### src/rtl/rhc_pkg.sv
package rhc_pkg;

    typedef enum logic [1:0] {
        ST_RUN    = 2'd0,
        ST_DRAIN  = 2'd1,
        ST_HALTED = 2'd2
    } halt_state_e;

    typedef struct packed {
        logic tmr_flag;
        logic int_flag1;
        logic int_flag0;
        logic carry;
        logic int_en;
        logic tmr_irq;
        logic instr_irq;
    } flag_init_t;

    localparam flag_init_t FLAG_RESET = '{
        tmr_flag:  1'b1,
        int_flag1: 1'b1,
        int_flag0: 1'b1,
        carry:     1'b0,
        int_en:    1'b0,
        tmr_irq:   1'b0,
        instr_irq: 1'b0
    };

    typedef struct packed {
        halt_state_e state;
        logic        sw_pend;
        logic        pin_prev;
    } fsm_regs_t;

endpackage

### src/rtl/rhc_rst_sync.sv
module rhc_rst_sync #(
    parameter int STAGES = 2
) (
    input  logic clk_i,
    input  logic req_i,
    output logic rst_o
);
    logic [STAGES-1:0] chain_q;
    logic [STAGES-1:0] chain_d;

    generate
        if (STAGES > 1) begin : g_multi
            always_comb chain_d = {chain_q[STAGES-2:0], 1'b0};
        end else begin : g_single
            always_comb chain_d = 1'b0;
        end
    endgenerate

    always_ff @(posedge clk_i or posedge req_i) begin
        if (req_i) chain_q <= '1;
        else       chain_q <= chain_d;
    end

    assign rst_o = chain_q[STAGES-1];
endmodule

### src/rtl/rhc_bit_sync.sv
module rhc_bit_sync #(
    parameter int   STAGES  = 2,
    parameter logic RST_VAL = 1'b1
) (
    input  logic clk_i,
    input  logic arst_i,
    input  logic d_i,
    output logic q_o
);
    logic [STAGES-1:0] sh_q;
    logic [STAGES-1:0] sh_d;

    generate
        if (STAGES > 1) begin : g_multi
            always_comb sh_d = {sh_q[STAGES-2:0], d_i};
        end else begin : g_single
            always_comb sh_d = d_i;
        end
    endgenerate

    always_ff @(posedge clk_i or posedge arst_i) begin
        if (arst_i) sh_q <= {STAGES{RST_VAL}};
        else        sh_q <= sh_d;
    end

    assign q_o = sh_q[STAGES-1];
endmodule

### src/rtl/rhc_halt_fsm.sv
module rhc_halt_fsm
    import rhc_pkg::*;
#(
    parameter bit SW_HALT_EN = 1'b1
) (
    input  logic clk_i,
    input  logic rst_i,
    input  logic pin_run_i,
    input  logic sw_halt_i,
    input  logic instr_bnd_i,
    output logic halted_o
);
    fsm_regs_t regs_q;
    fsm_regs_t regs_d;
    logic      pin_rise;
    logic      halt_req;

    always_comb begin
        regs_d   = regs_q;
        pin_rise = pin_run_i & ~regs_q.pin_prev;
        halt_req = ~pin_run_i | regs_q.sw_pend;

        regs_d.pin_prev = pin_run_i;

        if (SW_HALT_EN) begin
            if (pin_rise)
                regs_d.sw_pend = 1'b0;
            else if (sw_halt_i && regs_q.state != ST_HALTED)
                regs_d.sw_pend = 1'b1;
        end else begin
            regs_d.sw_pend = 1'b0;
        end

        case (regs_q.state)
            ST_RUN: begin
                if (halt_req)
                    regs_d.state = instr_bnd_i ? ST_HALTED : ST_DRAIN;
            end
            ST_DRAIN: begin
                if (!halt_req)
                    regs_d.state = ST_RUN;
                else if (instr_bnd_i)
                    regs_d.state = ST_HALTED;
            end
            ST_HALTED: begin
                if (!halt_req)
                    regs_d.state = ST_RUN;
            end
            default: regs_d.state = ST_RUN;
        endcase
    end

    always_ff @(posedge clk_i or posedge rst_i) begin
        if (rst_i) begin
            regs_q.state    <= ST_RUN;
            regs_q.sw_pend  <= 1'b0;
            regs_q.pin_prev <= 1'b1;
        end else begin
            regs_q <= regs_d;
        end
    end

    assign halted_o = (regs_q.state == ST_HALTED);
endmodule

### src/rtl/rsthalt_ctrl.sv
module rsthalt_ctrl
    import rhc_pkg::*;
#(
    parameter int PAGE_W      = 5,
    parameter int ADDR_W      = 6,
    parameter int RESET_PAGE  = 31,
    parameter int RESET_ADDR  = 63,
    parameter int IO_W        = 16,
    parameter int DISP_W      = 4,
    parameter int RST_STAGES  = 2,
    parameter int HALT_STAGES = 2,
    parameter bit SW_HALT_EN  = 1'b1,
    parameter bit HALT_HIZ    = 1'b1
) (
    input  logic                       clk_i,
    input  logic                       rst_pin_i,
    input  logic                       por_i,
    input  logic                       halt_n_i,
    input  logic                       sw_halt_i,
    input  logic                       instr_bnd_i,
    output logic                       core_rst_o,
    output logic [PAGE_W+ADDR_W-1:0]   pc_vec_o,
    output logic [6:0]                 flag_init_o,
    output logic [IO_W-1:0]            io_init_o,
    output logic [3*DISP_W-1:0]        disp_init_o,
    output logic                       clk_en_o,
    output logic                       halted_o,
    output logic                       io_hiz_o,
    output logic                       pullup_en_o,
    output logic                       lcd_blank_o
);
    localparam int DISP_TOT = 3 * DISP_W;
    localparam logic [PAGE_W-1:0] VEC_PAGE = PAGE_W'(RESET_PAGE);
    localparam logic [ADDR_W-1:0] VEC_ADDR = ADDR_W'(RESET_ADDR);

    logic rst_req;
    logic core_rst;
    logic pin_run;
    logic halted;

    assign rst_req = rst_pin_i | por_i;

    rhc_rst_sync #(.STAGES(RST_STAGES)) u_rst_sync (
        .clk_i (clk_i),
        .req_i (rst_req),
        .rst_o (core_rst)
    );

    rhc_bit_sync #(.STAGES(HALT_STAGES), .RST_VAL(1'b1)) u_halt_sync (
        .clk_i  (clk_i),
        .arst_i (core_rst),
        .d_i    (halt_n_i),
        .q_o    (pin_run)
    );

    rhc_halt_fsm #(.SW_HALT_EN(SW_HALT_EN)) u_fsm (
        .clk_i       (clk_i),
        .rst_i       (core_rst),
        .pin_run_i   (pin_run),
        .sw_halt_i   (sw_halt_i),
        .instr_bnd_i (instr_bnd_i),
        .halted_o    (halted)
    );

    assign core_rst_o  = core_rst;
    assign pc_vec_o    = {VEC_PAGE, VEC_ADDR};
    assign flag_init_o = FLAG_RESET;
    assign io_init_o   = '1;
    assign disp_init_o = {DISP_TOT{1'b1}};
    assign clk_en_o    = ~core_rst & ~halted;
    assign halted_o    = halted;
    assign lcd_blank_o = halted;

    generate
        if (HALT_HIZ) begin : g_hiz
            assign io_hiz_o    = halted;
            assign pullup_en_o = ~halted;
        end else begin : g_keep
            assign io_hiz_o    = 1'b0;
            assign pullup_en_o = 1'b1;
        end
    endgenerate
endmodule

### config.mk
export PLATFORM = sky130hd
export DESIGN_NAME = rsthalt_ctrl
export DESIGN_NICKNAME = d
export VERILOG_FILES = /design/src/rtl/rhc_pkg.sv /design/src/rtl/rhc_rst_sync.sv /design/src/rtl/rhc_bit_sync.sv /design/src/rtl/rhc_halt_fsm.sv /design/src/rtl/rsthalt_ctrl.sv
export SDC_FILE = /design/constraint.sdc
export NUM_CORES = 1
export LEC_CHECK = 0
export ABC_AREA = 1
export BUFFER_PORTS_ARGS = -buffer_cell sky130_fd_sc_hd__buf_2
export CORE_MARGIN = 5
export CORE_UTILIZATION = 33
export CTS_CLUSTER_SIZE = 28
export DETAILED_ROUTE_END_ITERATION = 16
export GPL_ROUTABILITY_DRIVEN = 0
export PLACE_DENSITY = 0.79
export SETUP_SLACK_MARGIN = 0.05
export SKIP_LAST_GASP = 1
export SYNTH_ARGS = -nofsm -noshare
export SYNTH_HDL_FRONTEND = slang
export SYNTH_SLANG_ARGS = --single-unit
### constraint.sdc
create_clock -name clk_i -period 0.8 [get_ports clk_i]
set_input_delay 0.08 -clock clk_i [delete_from_list [all_inputs] [get_ports clk_i]]
set_output_delay 0.08 -clock clk_i [all_outputs]
set_load 0.05 [all_outputs]
==> metrics.log <==
INFO  metric run_status = complete, but fails checks
INFO  metric failed_checks = negative setup slack
INFO  metric stdcell_count = between 100 and 150
INFO  metric ys.flop_type = sky130_fd_sc_hd__dfstp_2
INFO  metric static-leakage-power = 0.385 nW
INFO  metric path_max_fanout = 4
INFO  metric preCtsSetupSlack = -0.248 ns
INFO  metric die_area = 0.00293 mm^2
INFO  metric min_period_over_period = 152%
INFO  metric final_non_filler_cell_area = just under 700 um^2
INFO  metric finish.net_count = 100
INFO  metric cts.reportedPaths.clkPinSlew = approximately 0.06 ns
INFO  metric fmax = 0.825 GHz
INFO  metric rsz0062_at_grt = yes
INFO  metric route.final.wire_length = 875 um
INFO  metric groute.usage.overall = 5.33%
INFO  metric root_buffer = sky130_fd_sc_hd__clkbuf_4
INFO  metric biggest_area_consumer_among_synthesized_cells = sky130_fd_sc_hd__buf_4
INFO  metric grt_max_degree = 7
INFO  metric portion_of_the_post_synthesis_area_used_by_sequential_elements = 32.2%
INFO  metric final.setup_skew = 0.00705 ns
INFO  metric antenna_violations_before_repair = 0
INFO  metric ir_worst_vdd = 1.39 mV
INFO  metric slew_viol_final = 0
INFO  metric place.port_buffers = 11
INFO  metric whs = about 0.057 ns
INFO  metric critical_path_class = reg2out
INFO  metric tritoncts.num_buffers = 3
INFO  metric die_width = 54.1 um
INFO  metric crit_arrival = between 1 and 1.5 ns
INFO  metric critical_path_required = around 0.7 ns
INFO  metric first_global_vias = around 250
INFO  metric areaGrowthSynthToFinish = 6.82%
INFO  metric hold_class = in2reg
INFO  metric starting_density = 33.8%
INFO  metric postSynthRegisterBits = 8
INFO  metric wire_length_of_the_first_global_routing_pass = 1060 um
INFO  metric layout_setup_ws = -0.412 ns
INFO  metric die_height = between 50 and 60 um
INFO  metric grt_overflow = 0
INFO  metric maximum_capacitance_violations = 0
INFO  metric placement.cell_area = 584 um^2
INFO  metric netlist-cell-type-count = 9
INFO  metric rows = 16
INFO  metric finalCriticalPeriod = 1.21 ns
INFO  metric critical_path.reg2reg.endpoint = u_fsm.regs_q[3]$_DFFE_PP0P_
INFO  metric drt-initial-drc-count = 1
INFO  metric netlist_area = 642 um^2
INFO  metric synth_top_area_share = between 50% and 60%
INFO  metric post_route_cells_drive_above_1_share = 32.3%
INFO  metric timing.critical_path.from_type = flip-flop
INFO  metric power.density = between 2000 and 3000 mW/mm^2
INFO  metric route.detailed.vias_per_inst = 2.81
INFO  metric postLayoutCoreUtil = 36.1%
INFO  metric cts_htree_levels = 1
INFO  metric overall_power_of_the_completed_layout = 1.92 mW
INFO  metric yosys.cell_count.top_type = sky130_fd_sc_hd__buf_4
INFO  metric place.detailed.instances = 112
INFO  metric post_synth_edffs = 0
INFO  metric timing.rr.start = u_fsm.regs_q[3]$_DFFE_PP0P_
INFO  metric crit_end_element = primary output
INFO  metric r2r_slack = -0.32 ns
INFO  metric count_of_vias_placed_by_the_detailed_router = 337
INFO  metric r2r.worst_path.cells = 5
INFO  metric setup.worst_path.start = u_fsm.regs_q[3]$_DFFE_PP0P_
INFO  metric synth.yosys.warnings = 0
INFO  metric detail_route.first_pass.iterations = 2
INFO  metric synth_area_leaders = sky130_fd_sc_hd__buf_4 (56%), sky130_fd_sc_hd__dfstp_2 (20%), sky130_fd_sc_hd__dfrtp_1 (12%)
INFO  metric clock_tree_from_tritoncts = yes
INFO  metric detailed_route_wire_length_per_cell = 7.29 um
INFO  metric clk_latency = 0.25 ns
INFO  metric timing.setup.tns = -2.79 ns
INFO  metric antenna-diode-count = 0
INFO  metric synthesized_netlist_cell_count = 75
INFO  metric hold_viol_final = 0
INFO  metric async_flop_share = 100%
INFO  metric ios = 58
INFO  metric report.final.setup_viol = 9
INFO  metric avgSynthCellArea = 8.56 um^2
INFO  metric setup.worst_path.end = clk_en_o
INFO  metric detail-route-antenna-nets = 0
INFO  metric cts_num_sinks = 8
INFO  metric core_area = 0.00190 mm^2
INFO  metric clockBufferDepth = 2
INFO  metric remaining_design_rule_violation_count = 0
INFO  metric hpwl_dp = 730 um
INFO  metric ys_top_cells_by_count = sky130_fd_sc_hd__buf_4 (48), sky130_fd_sc_hd__nor2_1 (6), sky130_fd_sc_hd__dfstp_2 (5), sky130_fd_sc_hd__inv_1 (5), sky130_fd_sc_hd__nand2_1 (4)
==> critical path: stages, from the launching register on <==
cell and delay (ns):
sky130_fd_sc_hd__dfrtp_2 0.44, sky130_fd_sc_hd__nand2_8 0.08, sky130_fd_sc_hd__clkinvlp_4 0.11, sky130_fd_sc_hd__nor2_4 0.09, sky130_fd_sc_hd__buf_6 0.16
==> state kept, by name, summed over array words and instances (netlist names) <==
register and cells:
u_rst_sync.chain_q 2, u_fsm.regs_q 4, u_halt_sync.sh_q 2
==> final cells by class <==
class | instances | area [um^2]
clock buffers | 4 | 26.3
multi-input cells | 59 | 254
repair buffers | 17 | 141
fillers | 213 | 1220
flip-flops and latches | 8 | 208
well taps | 27 | 33.8
inverters | 5 | 22.5
==> what timing repair did <==
action	in CTS	in global routing
gates resized for setup	12	2
hold buffers	3	0
endpoints found under the setup margin	9	9
buffers inserted	1	1
endpoints found under the hold margin	3	0
pin swaps	4	3
==> cells by family after synthesis <==
group / after synthesis / synth area share [%]
flops: 8 / 32.2
compound gates: 1 / 0.779
simple gates: 11 / 6.82
buf+inv: 53 / 59.1
other cells: 2 / 1.17
==> metal layers <==
| layer | global-route usage, % | share of wire (%) |
|---|---|---|
| met1 | 4.67 | 28 |
| met2 | 10.1 | 53 |
| met3 | 0.831 | 19 |
| met4 | 4.98 | 0 |
| met5 | 0 | 0 |
==> report_power, final <==
| part | switching [mW] | leakage, nW | total, mW | internal, mW |
|---|---|---|---|---|
| logic | 0.858 | 0.282 | 1.09 | 0.235 |
| registers | 0.0413 | 0.0880 | 0.503 | 0.462 |
| clock network | 0.131 | 0.0150 | 0.321 | 0.190 |
==> cell usage in the layout (no fill, tap or decap) <==
master / instances
sky130_fd_sc_hd__buf_6: 3
sky130_fd_sc_hd__buf_4: 5
sky130_fd_sc_hd__nor2_1: 3
sky130_fd_sc_hd__nor2_4: 1
sky130_fd_sc_hd__nand2_1: 3
sky130_fd_sc_hd__dfrtp_1: 2
sky130_fd_sc_hd__dlygate4sd3_1: 3
sky130_fd_sc_hd__inv_2: 2
sky130_fd_sc_hd__a21oi_1: 1
sky130_fd_sc_hd__buf_2: 5
sky130_fd_sc_hd__dfrtp_2: 1
sky130_fd_sc_hd__dfstp_2: 5
sky130_fd_sc_hd__inv_1: 2
sky130_fd_sc_hd__or2_1: 1
sky130_fd_sc_hd__buf_8: 1
sky130_fd_sc_hd__conb_1: 47
sky130_fd_sc_hd__clkbuf_1: 1
sky130_fd_sc_hd__clkbuf_4: 3
sky130_fd_sc_hd__clkinvlp_4: 1
sky130_fd_sc_hd__nor2_2: 2
sky130_fd_sc_hd__nand2_8: 1
==> how the worst min path moves through the flow <==
stage	startpoint	to	slack [ns]	cells after the start
detailed placement	rst_pin_i	u_rst_sync.chain_q[0]$_DFF_PP1_	0.19	2
global route	sw_halt_i	u_fsm.regs_q[1]$_DFFE_PP0P_	0.06	3
CTS	sw_halt_i	u_fsm.regs_q[1]$_DFFE_PP0P_	0.05	3
global placement	rst_pin_i	u_rst_sync.chain_q[0]$_DFF_PP1_	0.18	2
floorplan	rst_pin_i	u_rst_sync.chain_q[0]$_DFF_PP1_	0.06	1
finish	sw_halt_i	u_fsm.regs_q[1]$_DFFE_PP0P_	0.06	3
Note: power is estimated with default switching activity, not from simulation.
